<file path="src/rtl/i2c_seq_pkg.sv">
package i2c_seq_pkg;
  localparam int FLAG_W = 5;
  localparam int SHAPE_FLAGS = 4;
  localparam int ADDR_W = 10;
  localparam int BYTE_W = 8;
  localparam int OP_W = 3;
  localparam int CODE_W = 4;

  typedef enum logic [OP_W-1:0] {
    OP_START  = 3'd0,
    OP_RSTART = 3'd1,
    OP_WRITE  = 3'd2,
    OP_READ   = 3'd3,
    OP_STOP   = 3'd4
  } bus_op_e;

  typedef enum logic [1:0] {
    SH_WR   = 2'd0,
    SH_RD   = 2'd1,
    SH_WRRD = 2'd2,
    SH_WRWR = 2'd3
  } shape_e;

  typedef enum logic [3:0] {
    ST_IDLE, ST_START, ST_ADDR_HI, ST_ADDR_LO, ST_WDATA,
    ST_RSTART, ST_RADDR, ST_RDATA, ST_STOP
  } seq_state_e;

  localparam logic signed [CODE_W-1:0] RC_BUSY    = 4'sb0001;
  localparam logic signed [CODE_W-1:0] RC_OK      = 4'sb0000;
  localparam logic signed [CODE_W-1:0] RC_NACK    = 4'sb1111;
  localparam logic signed [CODE_W-1:0] RC_BUSERR  = 4'sb1110;
  localparam logic signed [CODE_W-1:0] RC_ARBLOST = 4'sb1101;
  localparam logic signed [CODE_W-1:0] RC_USAGE   = 4'sb1100;
endpackage

</file>
<file path="src/rtl/i2c_seq_decode.sv">
module i2c_seq_decode
  import i2c_seq_pkg::*;
(
  input  logic [FLAG_W-1:0] flags,
  output logic              ok,
  output shape_e            shape,
  output logic              ten_bit
);
  logic [SHAPE_FLAGS-1:0] sel;
  assign sel     = flags[SHAPE_FLAGS-1:0];
  assign ok      = ($countones(sel) == 1);
  assign ten_bit = flags[SHAPE_FLAGS];

  always_comb begin
    shape = SH_WR;
    if (sel[1]) shape = SH_RD;
    if (sel[2]) shape = SH_WRRD;
    if (sel[3]) shape = SH_WRWR;
  end
endmodule

</file>
<file path="src/rtl/i2c_seq_addr.sv">
module i2c_seq_addr
  import i2c_seq_pkg::*;
(
  input  logic [ADDR_W-1:0] addr,
  input  logic              ten_bit,
  input  logic              rd,
  output logic [BYTE_W-1:0] first_byte,
  output logic [BYTE_W-1:0] second_byte
);
  localparam logic [4:0] TEN_PREFIX = 5'b11110;

  assign first_byte  = ten_bit ? {TEN_PREFIX, addr[ADDR_W-1:ADDR_W-2], rd}
                               : {addr[6:0], rd};
  assign second_byte = addr[BYTE_W-1:0];
endmodule

</file>
<file path="src/rtl/i2c_seq_cursor.sv">
module i2c_seq_cursor #(
  parameter int LEN_W = 4
) (
  input  logic             clk,
  input  logic             rst_n,
  input  logic             clr,
  input  logic             sel_in,
  input  logic             adv,
  input  logic [LEN_W-1:0] len0,
  input  logic [LEN_W-1:0] len1,
  output logic             sel,
  output logic [LEN_W-1:0] idx,
  output logic             at_end,
  output logic             is_last
);
  logic [LEN_W-1:0] cur_len;
  assign cur_len = sel ? len1 : len0;
  assign at_end  = (idx == cur_len);
  assign is_last = (({1'b0, idx} + 1'b1) == {1'b0, cur_len});

  always_ff @(posedge clk or negedge rst_n) begin
    if (!rst_n) begin
      sel <= 1'b0;
      idx <= '0;
    end else if (clr) begin
      sel <= sel_in;
      idx <= '0;
    end else if (adv) begin
      idx <= idx + 1'b1;
    end
  end

  // the index never runs past the active length
  assert_idx_bound_R13: assert property (@(posedge clk) disable iff (!rst_n)
    (adv && !clr) |-> !at_end);
endmodule

</file>
<file path="src/rtl/i2c_xfer_seq.sv">
module i2c_xfer_seq
  import i2c_seq_pkg::*;
#(
  parameter int LEN_W = 4
) (
  input  logic                     clk,
  input  logic                     rst_n,
  input  logic                     start,
  input  logic [FLAG_W-1:0]        desc_flags,
  input  logic [ADDR_W-1:0]        desc_addr,
  input  logic [LEN_W-1:0]         desc_len0,
  input  logic [LEN_W-1:0]         desc_len1,
  output logic                     cmd_valid,
  input  logic                     cmd_ready,
  output logic [OP_W-1:0]          cmd_op,
  output logic [BYTE_W-1:0]        cmd_byte,
  output logic                     cmd_ack,
  input  logic                     rsp_valid,
  input  logic                     rsp_nack,
  input  logic                     rsp_arb_lost,
  input  logic                     rsp_bus_err,
  input  logic [BYTE_W-1:0]        rsp_byte,
  output logic                     buf_rd_sel,
  output logic [LEN_W-1:0]         buf_rd_idx,
  input  logic [BYTE_W-1:0]        buf_rd_data,
  output logic                     buf_wr_valid,
  output logic                     buf_wr_sel,
  output logic [LEN_W-1:0]         buf_wr_idx,
  output logic [BYTE_W-1:0]        buf_wr_data,
  output logic signed [CODE_W-1:0] status,
  output logic                     done
);
  seq_state_e state;
  logic waiting;
  shape_e shape_q;
  logic ten_q;
  logic [ADDR_W-1:0] addr_q;
  logic [LEN_W-1:0] len0_q, len1_q;
  logic signed [CODE_W-1:0] code_q;

  logic dec_ok, dec_ten;
  shape_e dec_shape;
  i2c_seq_decode u_decode (
    .flags(desc_flags), .ok(dec_ok), .shape(dec_shape), .ten_bit(dec_ten)
  );

  logic addr_rd;
  logic [BYTE_W-1:0] addr_first, addr_second;
  assign addr_rd = (state == ST_RADDR) || (shape_q == SH_RD && !ten_q);
  i2c_seq_addr u_addr (
    .addr(addr_q), .ten_bit(ten_q), .rd(addr_rd),
    .first_byte(addr_first), .second_byte(addr_second)
  );

  logic accept, got, rsp_err;
  assign accept  = cmd_valid && cmd_ready;
  assign got     = waiting && rsp_valid;
  assign rsp_err = rsp_arb_lost || rsp_bus_err;

  logic cur_clr, cur_sel_in, cur_adv, cur_sel, cur_at_end, cur_last;
  logic [LEN_W-1:0] cur_idx;
  logic wphase_end, rphase_end;
  assign wphase_end = (state == ST_WDATA) && !waiting && cur_at_end;
  assign rphase_end = (state == ST_RDATA) && !waiting && cur_at_end;
  assign cur_clr = (state == ST_IDLE)
                || (wphase_end && shape_q == SH_WRWR && !cur_sel)
                || (got && !rsp_err && !rsp_nack && state == ST_RADDR);
  assign cur_sel_in = (state == ST_WDATA) ? 1'b1 :
                      (state == ST_RADDR) ? (shape_q == SH_WRRD) : 1'b0;
  assign cur_adv = got && !rsp_err &&
                   ((state == ST_WDATA && !rsp_nack) || state == ST_RDATA);

  i2c_seq_cursor #(.LEN_W(LEN_W)) u_cursor (
    .clk(clk), .rst_n(rst_n), .clr(cur_clr), .sel_in(cur_sel_in),
    .adv(cur_adv), .len0(len0_q), .len1(len1_q), .sel(cur_sel),
    .idx(cur_idx), .at_end(cur_at_end), .is_last(cur_last)
  );

  assign buf_rd_sel = cur_sel;
  assign buf_rd_idx = cur_idx;

  always_comb begin
    cmd_valid = 1'b0;
    cmd_op    = OP_START;
    cmd_byte  = '0;
    cmd_ack   = 1'b0;
    if (!waiting) begin
      case (state)
        ST_START:  cmd_valid = 1'b1;
        ST_ADDR_HI, ST_RADDR: begin
          cmd_valid = 1'b1;
          cmd_op    = OP_WRITE;
          cmd_byte  = addr_first;
        end
        ST_ADDR_LO: begin
          cmd_valid = 1'b1;
          cmd_op    = OP_WRITE;
          cmd_byte  = addr_second;
        end
        ST_WDATA: begin
          cmd_valid = !cur_at_end;
          cmd_op    = OP_WRITE;
          cmd_byte  = buf_rd_data;
        end
        ST_RSTART: begin
          cmd_valid = 1'b1;
          cmd_op    = OP_RSTART;
        end
        ST_RDATA: begin
          cmd_valid = !cur_at_end;
          cmd_op    = OP_READ;
          cmd_ack   = !cur_last;
        end
        ST_STOP: begin
          cmd_valid = 1'b1;
          cmd_op    = OP_STOP;
        end
        default: cmd_valid = 1'b0;
      endcase
    end
  end

  always_ff @(posedge clk or negedge rst_n) begin
    if (!rst_n) begin
      state        <= ST_IDLE;
      waiting      <= 1'b0;
      shape_q      <= SH_WR;
      ten_q        <= 1'b0;
      addr_q       <= '0;
      len0_q       <= '0;
      len1_q       <= '0;
      code_q       <= RC_OK;
      status       <= RC_OK;
      done         <= 1'b0;
      buf_wr_valid <= 1'b0;
      buf_wr_sel   <= 1'b0;
      buf_wr_idx   <= '0;
      buf_wr_data  <= '0;
    end else begin
      done         <= 1'b0;
      buf_wr_valid <= 1'b0;
      if (accept) waiting <= 1'b1;
      if (state == ST_IDLE) begin
        if (start) begin
          if (!dec_ok) begin
            status <= RC_USAGE;
            done   <= 1'b1;
          end else begin
            shape_q <= dec_shape;
            ten_q   <= dec_ten;
            addr_q  <= desc_addr;
            len0_q  <= desc_len0;
            len1_q  <= desc_len1;
            code_q  <= RC_OK;
            status  <= RC_BUSY;
            state   <= ST_START;
          end
        end
      end else if (got) begin
        waiting <= 1'b0;
        if (rsp_arb_lost) begin
          state  <= ST_IDLE;
          status <= RC_ARBLOST;
          done   <= 1'b1;
        end else if (rsp_bus_err) begin
          state  <= ST_IDLE;
          status <= RC_BUSERR;
          done   <= 1'b1;
        end else begin
          case (state)
            ST_START: state <= ST_ADDR_HI;
            ST_ADDR_HI: begin
              if (rsp_nack) begin
                code_q <= RC_NACK;
                state  <= ST_STOP;
              end else if (ten_q) state <= ST_ADDR_LO;
              else if (shape_q == SH_RD) state <= ST_RDATA;
              else state <= ST_WDATA;
            end
            ST_ADDR_LO: begin
              if (rsp_nack) begin
                code_q <= RC_NACK;
                state  <= ST_STOP;
              end else if (shape_q == SH_RD) state <= ST_RSTART;
              else state <= ST_WDATA;
            end
            ST_WDATA: begin
              if (rsp_nack) begin
                code_q <= RC_NACK;
                state  <= ST_STOP;
              end
            end
            ST_RSTART: state <= ST_RADDR;
            ST_RADDR: begin
              if (rsp_nack) begin
                code_q <= RC_NACK;
                state  <= ST_STOP;
              end else state <= ST_RDATA;
            end
            ST_RDATA: begin
              buf_wr_valid <= 1'b1;
              buf_wr_sel   <= cur_sel;
              buf_wr_idx   <= cur_idx;
              buf_wr_data  <= rsp_byte;
            end
            ST_STOP: begin
              state  <= ST_IDLE;
              status <= code_q;
              done   <= 1'b1;
            end
            default: state <= ST_IDLE;
          endcase
        end
      end else if (wphase_end) begin
        if (shape_q == SH_WRWR && !cur_sel) state <= ST_WDATA;
        else if (shape_q == SH_WRRD) state <= ST_RSTART;
        else state <= ST_STOP;
      end else if (rphase_end) begin
        state <= ST_STOP;
      end
    end
  end

  // an offered command is held until taken
  assert_cmd_hold_R12: assert property (@(posedge clk) disable iff (!rst_n)
    (cmd_valid && !cmd_ready) |=> (cmd_valid && $stable(cmd_op)));
  // nothing new is offered right after a hand-off
  assert_one_outstanding_R12: assert property (@(posedge clk) disable iff (!rst_n)
    accept |=> !cmd_valid);
  // code reads 1 while a transaction is active
  assert_busy_code_R11: assert property (@(posedge clk) disable iff (!rst_n)
    (state != ST_IDLE) |-> (status == RC_BUSY));
  // the done pulse never carries the running code
  assert_done_final_R11: assert property (@(posedge clk) disable iff (!rst_n)
    done |-> (status != RC_BUSY));
  // malformed descriptor finishes next cycle without bus activity
  assert_usage_fault_R7: assert property (@(posedge clk) disable iff (!rst_n)
    (start && state == ST_IDLE && !dec_ok) |=> (done && status == RC_USAGE && !cmd_valid));
  // lost arbitration ends at once
  assert_arb_end_R9: assert property (@(posedge clk) disable iff (!rst_n)
    (got && rsp_arb_lost) |=> (done && status == RC_ARBLOST));
  // destination writes only follow a response
  assert_wr_after_rsp_R2: assert property (@(posedge clk) disable iff (!rst_n)
    buf_wr_valid |-> $past(rsp_valid));
endmodule

</file>
<file path="config.mk">
export PLATFORM = sky130hd
export DESIGN_NAME = i2c_xfer_seq
export DESIGN_NICKNAME = d
export VERILOG_FILES = /design/src/rtl/i2c_seq_pkg.sv /design/src/rtl/i2c_seq_decode.sv /design/src/rtl/i2c_seq_addr.sv /design/src/rtl/i2c_seq_cursor.sv /design/src/rtl/i2c_xfer_seq.sv
export SDC_FILE = /design/constraint.sdc
export NUM_CORES = 1
export LEC_CHECK = 0
export BUFFER_PORTS_ARGS = -buffer_cell sky130_fd_sc_hd__buf_2
export CORE_ASPECT_RATIO = 0.5
export CORE_UTILIZATION = 54
export CTS_BUF_LIST = sky130_fd_sc_hd__clkbuf_4
export DETAILED_ROUTE_END_ITERATION = 8
export GPL_TIMING_DRIVEN = 0
export MAX_ROUTING_LAYER = met4
export PLACE_DENSITY = 0.83
export RECOVER_POWER = 100
export SLEW_MARGIN = 10
export SYNTH_ARGS = -nofsm -noshare
export SYNTH_HDL_FRONTEND = slang
export SYNTH_HIERARCHICAL = 1
export SYNTH_SLANG_ARGS = --single-unit
</file>
<file path="constraint.sdc">
create_clock -name clk -period 2.8 [get_ports clk]
set_input_delay 0 -clock clk [delete_from_list [all_inputs] [get_ports clk]]
set_output_delay 0 -clock clk [all_outputs]
set_load 0.01 [all_outputs]
</file>
; Word-level counts from Yosys, hierarchy flattened
; Index checks and enable logic that the tools add are counted.
; W data, S select, Z words.
[word_totals]
inputBits = 47
regBits = 54
wordCells = 152
output_inout_bits = 37
[op_classes]
reduce_logical = 43
n_eq_ne = 20
n_bitwise = 3
muxes = 65
add_sub_neg = 5
[ops]
columns = cell, n
row1 = $mux W4, 32
row2 = $add A32 B32 Y32, 1
row3 = $eq A32 B2 Y1 const B, 1
row4 = $pmux W4 S7, 1
row5 = $pmux W8 S3, 1
row6 = $mux W1, 22
row7 = $eq A4 B3 Y1 const B, 4
row8 = $mux W8, 2
row9 = $logic_and A1 B1 Y1, 15
row10 = $pmux W3 S4, 1
row11 = $reduce_and A5 Y1, 2
row12 = $eq A4 B2 Y1 const B, 2
row13 = $reduce_bool A2 Y1, 4
row14 = $reduce_bool A4 Y1, 2
row15 = $logic_not A1 Y1, 7
row16 = $reduce_and A7 Y1, 1
row17 = $mux W2, 3
row18 = $mux W3, 2
row19 = $ne A6 B6 Y1 const B, 1
row20 = $reduce_and A3 Y1, 2
row21 = $reduce_or A6 Y1, 1
row22 = $add A4 B1 Y5 const B, 1
row23 = $eq A5 B4 Y1, 1
row24 = $logic_or A1 B1 Y1, 5
row25 = 15 further kinds, 22

; Longest topological paths before layout
; Gate-level depths: netlist of the first run.
[logic_depth]
word_depth = 9
depth_mapped = 10
ltp_nobuf = 9

; By module
; Netlist of the first run, hierarchy kept.
[modules_own_cells]
columns = mod, instances, area_per_inst_um2, seq_area_each_um2, cells_per_inst
row1 = i2c_xfer_seq, 1, 2306.0, 1126.1, 219
row2 = i2c_seq_cursor, 1, 366.6, 125.1, 34
row3 = i2c_seq_addr, 1, 123.9, 0.0, 16
row4 = i2c_seq_decode, 1, 90.1, 0.0, 12

; Least setup slack after synthesis of the first run
; OpenSTA, ideal clock, no wires.
[synth_timing]
path_type = register to register
from = register u_cursor.sel
to = register u_cursor.sel
setup_time_ns = 0.125
n_path_buf = 1
slack_ns = 0.147
required_time_ns = 2.675
arrival_ns = 2.528
synth_period_minus_slack_ns = 2.653
stages_incl_launch_ff = 10
cell_sequence = dfrtp_1 > buf_6 > mux2i_1 > xnor2_1 > nor4_1 > and2_1 > nand4_1 > or3b_2 > o311ai_0 > mux2_2
[synth_via]
elab_chain_len = 7
word_cells_on_any_way = 8
classes_between = eq/ne (1) / mux (1) / reduce/logical (6)
[synth_lines]
columns = item, line
row1 = from (decl), i2c_seq_cursor.sv:11  ; output logic sel,
row2 = from (signal assigned), i2c_seq_cursor.sv:26  ; sel <= sel_in;
row3 = $mux W4, i2c_seq_cursor.sv:17  ; assign cur_len = sel ? len1 : len0;
row4 = $eq A4 B4 Y1, i2c_seq_cursor.sv:18  ; assign at_end = (idx == cur_len);
row5 = via cur_at_end, i2c_xfer_seq.sv:60  ; logic cur_clr, cur_sel_in, cur_adv, cur_sel, cur_at_end, cur_last;
row6 = $logic_and A1 B1 Y1, i2c_xfer_seq.sv:63  ; assign wphase_end = (state == ST_WDATA) && !waiting && cur_at_end;
row7 = $logic_and A1 B1 Y1 (2 in a row), i2c_xfer_seq.sv:66  ; || (wphase_end && shape_q == SH_WRWR && !cur_sel)
row8 = $logic_or A1 B1 Y1, i2c_xfer_seq.sv:66
row9 = $logic_or A1 B1 Y1, i2c_xfer_seq.sv:67  ; || (got && !rsp_err && !rsp_nack && state == ST_RADDR);
row10 = via cur_clr, i2c_xfer_seq.sv:60
; The timed path passes the listed nets, and every way through them passes these cells.
; A chain may end at the register's enable or synchronous reset.

; Final worst setup path of the first run
[layout_timing]
from = input port desc_flags[0]
to = register len0_q[0]
[layout_via]
elab_chain_len = 4
[layout_lines]
columns = item, line
row1 = from (decl), i2c_xfer_seq.sv:9  ; input logic [FLAG_W-1:0] desc_flags,
row2 = $add A1 B1 Y2 (not written as such), i2c_seq_decode.sv:11  ; assign ok = ($countones(sel) == 1);
row3 = $add A32 B32 Y32 (not written as such), i2c_seq_decode.sv:11
row4 = $eq A32 B2 Y1, i2c_seq_decode.sv:11
row5 = via dec_ok, i2c_xfer_seq.sv:41  ; logic dec_ok, dec_ten;
row6 = $reduce_and A3 Y1 (no source line), -
row7 = to (signal assigned), i2c_xfer_seq.sv:152  ; len0_q <= desc_len0;
row8 = to (decl), i2c_xfer_seq.sv:38  ; logic [LEN_W-1:0] len0_q, len1_q;
; The timed path passes the listed nets, and every way through them passes these cells.

==> results of run 1 <==
cells in the final DEF (no fill, tap or decap), types with 2 or more instances in the layout:
cell type,count
dfrtp_1,50
buf_2,47
clkbuf_1,42
mux2_2,39
nor2_1,36
dlygate4sd3_1,35
a21oi_1,19
nand2_1,14
buf_4,13
inv_1,11
a22oi_1,9
nor3_1,6
o21ai_0,6
xnor2_1,6
mux2i_1,5
nand2b_1,5
clkbuf_4,5
and2_1,4
nand3_1,4
or2_2,4
xor2_1,4
o22ai_1,3
a211o_1,3
ha_1,3
or3_1,2
a211oi_1,2
nand4_1,2
a31oi_1,2
clkbuf_2,2
worst max-delay path, cell delays in order:
cell	delay, ps
buf_2	80
inv_1	50
fa_1	530
inv_1	40
ha_1	190
ha_1	270
nor3b_1	420
nand2_1	200
nor2_1	420
clkbuf_2	380
mux2_2	380
worst max-delay path by stage:
| stage | endpoint | cells after the start | start |
|---|---|---|---|
| 3_5_place_dp | u_cursor/sel$_DFFE_PN0P_ | 9 | u_cursor/sel$_DFFE_PN0P_ |
| 5_1_grt | u_cursor/sel$_DFFE_PN0P_ | 9 | u_cursor/sel$_DFFE_PN0P_ |
| 3_3_place_gp | u_cursor/sel$_DFFE_PN0P_ | 9 | u_cursor/sel$_DFFE_PN0P_ |
| 6_report | len0_q[0]$_DFFE_PN0P_ | 11 | desc_flags[0] |
| 4_1_cts | u_cursor/sel$_DFFE_PN0P_ | 9 | u_cursor/sel$_DFFE_PN0P_ |
| 2_1_floorplan | u_cursor/sel$_DFFE_PN0P_ | 9 | u_cursor/sel$_DFFE_PN0P_ |
metal layers:
| metal | vias up | wire length [µm] |
|---|---|---|
| met5 | - | 0 |
| met4 | 0 | 69 |
| met3 | 10 | 560 |
| met2 | 102 | 3609 |
| met1 | 1230 | 3284 |
| li1 | 1235 | - |
final cells by class:
class,instances,area [µm²]
inverters,11,41.29
multi-input cells,199,1464
plain buffers,21,133.9
clock buffers,5,37.54
fillers,391,1265
repair buffers,119,728.2
well taps,70,87.58
flip-flops and latches,50,1251
clock inverters,2,13.76
kinds of logic after synthesis:
| group | after synthesis | synth area share (%) |
|---|---|---|
| AO/OA/AOI/OAI | 52 | 11.70 |
| XOR/XNOR | 10 | 3.034 |
| adder cells (fa/ha/maj) | 4 | 1.994 |
| buffers and inverters | 32 | 6.545 |
| flip-flops | 50 | 43.35 |
| multiplexers | 45 | 17.73 |
| AND/OR/NAND/NOR | 88 | 15.65 |
stage by stage:
step	power [W]	setup TNS [ps]	worst slack, ps
detailed placement	0.002248	-684.9	-335.5
global placement	0.002207	-302.4	-274.0
finish	0.002637	0	111.9
global route	0.002815	0	8.154
floorplan	0.001933	0	147.3
CTS	0.002643	0	3.575
flip-flops by register name, indices dropped and copies added (netlist names):
register and flops:
buf_wr_data 8, addr_q 10, buf_wr_idx 4, u_cursor/idx 4, ten_q 1, status 3
buf_wr_valid 1, done 1, u_cursor/sel 1, shape_q 2, len0_q 4, state 4
waiting 1, len1_q 4, buf_wr_sel 1, code_q 1
power groups by stage:
stage	Sequential (W)	Clock, W	Combinational [W]
2_1_floorplan	0.00109	0	0.000845
3_3_place_gp	0.00111	0	0.00110
3_5_place_dp	0.00113	0	0.00112
4_1_cts	0.00111	0.000347	0.00118
5_1_grt	0.00115	0.000371	0.00129
6_report	0.00112	0.000332	0.00119
timing repair:
item                                    4_1_cts  5_1_grt
resized for setup                             3        3
setup buffers                                 1        1
pin swaps                                     0        1
endpoints found under the setup margin        5        2
endpoints found under the hold margin        84        0
hold buffers                                 35        0
==> flow_metrics.py, run 1 <==
metrics = {
    "die": {
        "dieArea_um2": 5660,
        "num_rows": 18,
        "initial_core_util_pct": 57.47,
        "pin_count": 84,
        "die_height_um": 53.70,
        "core_area_um2": 5022,
        "fp.dieW_um": 105.4,
    },
    "global_route": {
        "grt.met1_usage_pct": 37.05,
        "antenna_found_initial": 0,
        "met2_usage_pct": 47.81,
        "grt_max_degree": 51,
        "grt_first_pass_wirelength_mm": 12.04,
        "grt_pass1_vias": 2534,
        "busiest_layer": "met2",
        "gr-usage-met3_pct": 6.538,
        "grtUsageTotal_pct": 28.80,
        "grt.overflow.total": 0,
    },
    "sta": {
        "fmax_ghz": 0.3720,
        "max_slew_margin_pct": 20.52,
        "finalCritPeriodShare_pct": 96.00,
        "setup_viol": 0,
        "finClkSkew_ps": 12.31,
        "hold_viol": 0,
        "period_minus_slack_ps": 2688,
        "hold_ws_ps": 21.09,
        "rsz0062_at_grt": "false",
        "drv_slew": 0,
        "tightest_slew_ps": 1192,
    },
    "layout": {
        "final_cell_area_um2": 3757,
        "area_growth_pct": 30.17,
        "fin_nets": 458,
        "layout.cells.non_filler": 477,
        "drive_above_1_share_pct": 29.98,
        "fin_util_pct": 74.81,
        "antenna_cells": 0,
    },
    "critical_path": {
        "cp_data_arrival_time_ps": 2950,
        "reg2reg_setup_slack_ps": 130,
        "crit_path_end_kind": "flip-flop",
        "path_class": "in2reg",
        "cp-start-kind": "input port",
        "cp.required_ps": 3070,
        "r2r_end": "u_cursor/sel$_DFFE_PN0P_",
        "worstPathMaxFanout": 10,
        "reg2regPathDepth": 9,
        "rr_startpoint": "u_cursor/sel$_DFFE_PN0P_",
    },
    "power": {
        "vdd_ir_drop_max_uv": 457.5,
        "leakage_nw": 1.713,
        "comb_power_share_pct": 45.0,
        "swShare_pct": 37.89,
        "p_switching_w": 0.0009991,
        "p_clk_share_pct": 12.6,
        "pwr-share-seq_pct": 42.4,
        "powerDensity_nw_per_um2": 701.7,
        "internal_power_w": 0.001638,
    },
    "detailed_routing": {
        "num_vias": 2577,
        "dr.first_iter.drc_count": 169,
        "drtAntennaViolNets": 0,
        "routedWlPerCell_um": 15.77,
        "wirelength_mm": 7.523,
        "viasPerCell": 5.403,
        "firstDrtPassIters": 5,
        "drc": 0,
    },
    "placed_design": {
        "port_buffers": 82,
        "dp.cells": 433,
        "place_hpwl_mm": 5.117,
        "gp_congestion": 0.8601,
        "placed_area_um2": 3385,
    },
    "hold_path": {
        "whs_path_depth": 4,
        "holdPathEnd": "status[2]$_DFFE_PN0P_",
        "min_path_type": "in2reg",
        "min-delay-start": "rsp_bus_err",
    },
    "synth": {
        "yosysSeqAreaShare_pct": 43.35,
        "synthFlopType": "dfrtp_1",
        "yosysTopAreaCell": "dfrtp_1",
        "synth.avg_cell_area_um2": 10.27,
        "synth_common_cells": "dfrtp_1 (50), mux2_2 (39), nor2_1 (35)",
        "yosys.cell_count.top_type": "dfrtp_1",
        "synth_edf_count": 0,
        "ys_top_cells_by_area": "dfrtp_1 (43%), mux2_2 (15%), nor2_1 (4.6%)",
        "yosysUniqueCellTypes": 50,
        "synthArstFlopShare_pct": 100.0,
        "synthCells": 281,
        "ys_ff_latch": 50,
        "yosysWarnings": 6,
        "syn_area_um2": 2887,
        "syn-num-nets": 332,
        "yosysTopAreaCellShare_pct": 43.35,
    },
    "status": {
        "status": "completed",
    },
    "job": {
        "cap_viol_max_count": 0,
    },
    "clock_network": {
        "cts_root_buffer": "clkbuf_4",
        "cts_tree": "yes",
        "cts_buffers": 5,
        "clkSinkCount": 50,
        "clock_insertion_delay_worst_skew_ps": 370,
        "cts.clk_slew.worst_paths_ps": 150,
        "cts_buffer_depth": 2,
        "cts_max_level": 2,
    },
}
No activity file was read; power rests on OpenSTA's default activity.
==> run 2, diff against run 1 <==
Settings changed: CELL_PAD_IN_SITES_DETAIL_PLACEMENT set to 0, CELL_PAD_IN_SITES_GLOBAL_PLACEMENT set to 2, CORE_UTILIZATION 54 to 33, MAX_ROUTING_LAYER met4 to not set, PLACE_DENSITY 0.83 to not set, PLACE_DENSITY_LB_ADDON set to 0.1.
==> flow_metrics.py, run 2 (same netlist as run 1, synthesis figures left out) <==
metrics = {
    "status": {
        "status": "completed",
    },
    "power": {
        "powerDensity_nw_per_um2": 696.8,
        "vdd_ir_drop_max_uv": 272.0,
        "leakage_nw": 1.780,
    },
    "placed_design": {
        "gp_congestion": 0.8320,
        "place_hpwl_mm": 5.587,
        "port_buffers": 82,
    },
    "critical_path": {
        "cp_data_arrival_time_ps": 2940,
        "cp-start-kind": "flip-flop",
        "max_stage_delay_ps": 440,
        "cp.required_ps": 3100,
        "rr_startpoint": "u_cursor/sel$_DFFE_PN0P_",
        "crit_path_end_kind": "flip-flop",
        "worstPathMaxFanout": 5,
        "slowest_stage": "or3b_4",
        "r2r_end": "u_cursor/sel$_DFFE_PN0P_",
        "path_depth": 9,
        "cp_cell_sequence": "buf_6 -> mux2i_2 -> xnor2_1 -> nor4_2 -> and2_0 -> nand4_1 -> or3b_4 -> o311ai_4 -> mux2_2",
        "crit_end": "u_cursor/sel$_DFFE_PN0P_",
        "crit_start": "u_cursor/sel$_DFFE_PN0P_",
        "cp_num_buf_inv": 1,
        "path_class": "reg2reg",
        "cp_top_family": "simple AND/OR/NAND/NOR gates",
        "reg2regPathDepth": 9,
        "reg2reg_setup_slack_ps": 160,
    },
    "sta": {
        "drv_slew": 0,
        "period_minus_slack_ps": 2641,
        "fmax_ghz": 0.3786,
        "setup_viol": 0,
        "hold_viol": 0,
        "finalCritPeriodShare_pct": 94.32,
        "max_slew_margin_pct": 14.11,
        "fin_tns_setup_ps": 0,
        "tightest_slew_ps": 1288,
        "finClkSkew_ps": 16.39,
    },
    "layout": {
        "fin_util_pct": 47.11,
        "final_common_cell": "buf_2",
        "drive_above_1_share_pct": 33.58,
        "final_cell_mix": "buf_2 (57), dfrtp_1 (50), mux2_2 (39), dlygate4sd3_1 (37), nor2_1 (35)",
        "fin_nets": 461,
        "largest_reg_flops": 10,
        "layout_top_registers": "addr_q x10, buf_wr_data x8",
        "antenna_cells": 0,
        "top_register": "addr_q",
        "area_growth_pct": 34.33,
    },
    "global_route": {
        "grt.overflow.total": 0,
        "grt_pass1_vias": 2477,
        "grtUsageTotal_pct": 18.93,
        "grt_first_pass_wirelength_mm": 13.01,
        "antenna_found_initial": 0,
        "grt_max_degree": 51,
    },
    "job": {
        "cap_viol_max_count": 0,
    },
    "clock_network": {
        "clkSinkCount": 50,
        "cts_buffers": 5,
        "clock_insertion_delay_worst_skew_ps": 400,
        "cts_root_buffer": "clkbuf_4",
        "cts.clk_slew.worst_paths_ps": 170,
        "cts_tree": "yes",
        "cts_buffer_depth": 2,
        "cts_max_level": 2,
    },
    "detailed_routing": {
        "dr.first_iter.drc_count": 88,
        "drtAntennaViolNets": 0,
        "wirelength_mm": 7.941,
        "num_vias": 2548,
        "firstDrtPassIters": 4,
        "routedWlPerCell_um": 15.18,
        "drc": 0,
        "viasPerCell": 4.872,
    },
    "die": {
        "dieArea_um2": 9148,
        "num_rows": 23,
        "initial_core_util_pct": 35.07,
        "die_height_um": 68.14,
        "core_area_um2": 8230,
        "fp.dieW_um": 134.3,
        "pin_count": 84,
    },
    "hold_path": {
        "min_path_type": "in2reg",
    },
}
[run 2: worst register-to-register path: stages, from the launching register on]
cell and delay [ps]:
dfrtp_1 390, buf_6 140, mux2i_2 220, xnor2_1 130, nor4_2 360, and2_0 210
nand4_1 170, or3b_4 440, o311ai_4 110, mux2_2 380
[run 2: cell type report]
class | count | area [µm²]
buffer | 21 | 137.6
clock buffer | 5 | 37.54
clock inverter | 3 | 28.78
fill | 829 | 4353
inverter | 11 | 41.29
multi-input combinational | 199 | 1473
sequential | 50 | 1251
tap | 112 | 140.1
timing repair buffer | 122 | 768.2
[run 2: power by group]
part	total, W	switching, W	internal, W
registers	0.00112	0.000192	0.000929
logic	0.00120	0.000568	0.000636
clock network	0.000376	0.000268	0.000108
total	0.00270	0.00103	0.00167
[run 2: repair_timing]
action                                  CTS  global route
endpoints found under the setup margin    5            19
hold buffers                             37             0
endpoints found under the hold margin    85             0
setup buffers                             3             0
pin swaps                                 2             1
cloned                                    0             0
resized for setup                         4             4
[run 2: per-stage QoR]
step	power (W)	setup WS (ps)	cell area, µm²	cells	hold slack (ps)
2_1_floorplan	0.001933	147.3	2887	281	-295.6
3_3_place_gp	0.002250	-369.1	3437	475	230.5
3_5_place_dp	0.002262	-371.7	3437	475	234.4
4_1_cts	0.002749	8.737	3913	523	2.784
5_1_grt	0.002938	-16.14	3877	523	50.46
6_report	0.002702	159.0	3877	523	44.35
[run 2: worst min path at each step]
stage	startpoint	depth (start not counted)	to	slack, ps
floorplan	rst_n	0	addr_q[0]$_DFFE_PN0P_	-300
global placement	desc_addr[3]	2	addr_q[3]$_DFFE_PN0P_	230
detailed placement	desc_len1[1]	2	len1_q[1]$_DFFE_PN0P_	230
CTS	rsp_bus_err	5	status[0]$_DFFE_PN0P_	3
global route	rsp_bus_err	5	status[0]$_DFFE_PN0P_	50
finish	rsp_bus_err	5	status[0]$_DFFE_PN0P_	40
[run 2: layer usage]
layer	vias up	wire length [µm]	part of all wire (%)	GRT usage (%)
met4	0	93	1.2	5.197
met5	-	0	0	0
met2	79	3389	43	29.34
met1	1215	4038	51	26.52
met3	9	420	5.3	4.519
li1	1245	-	-	-
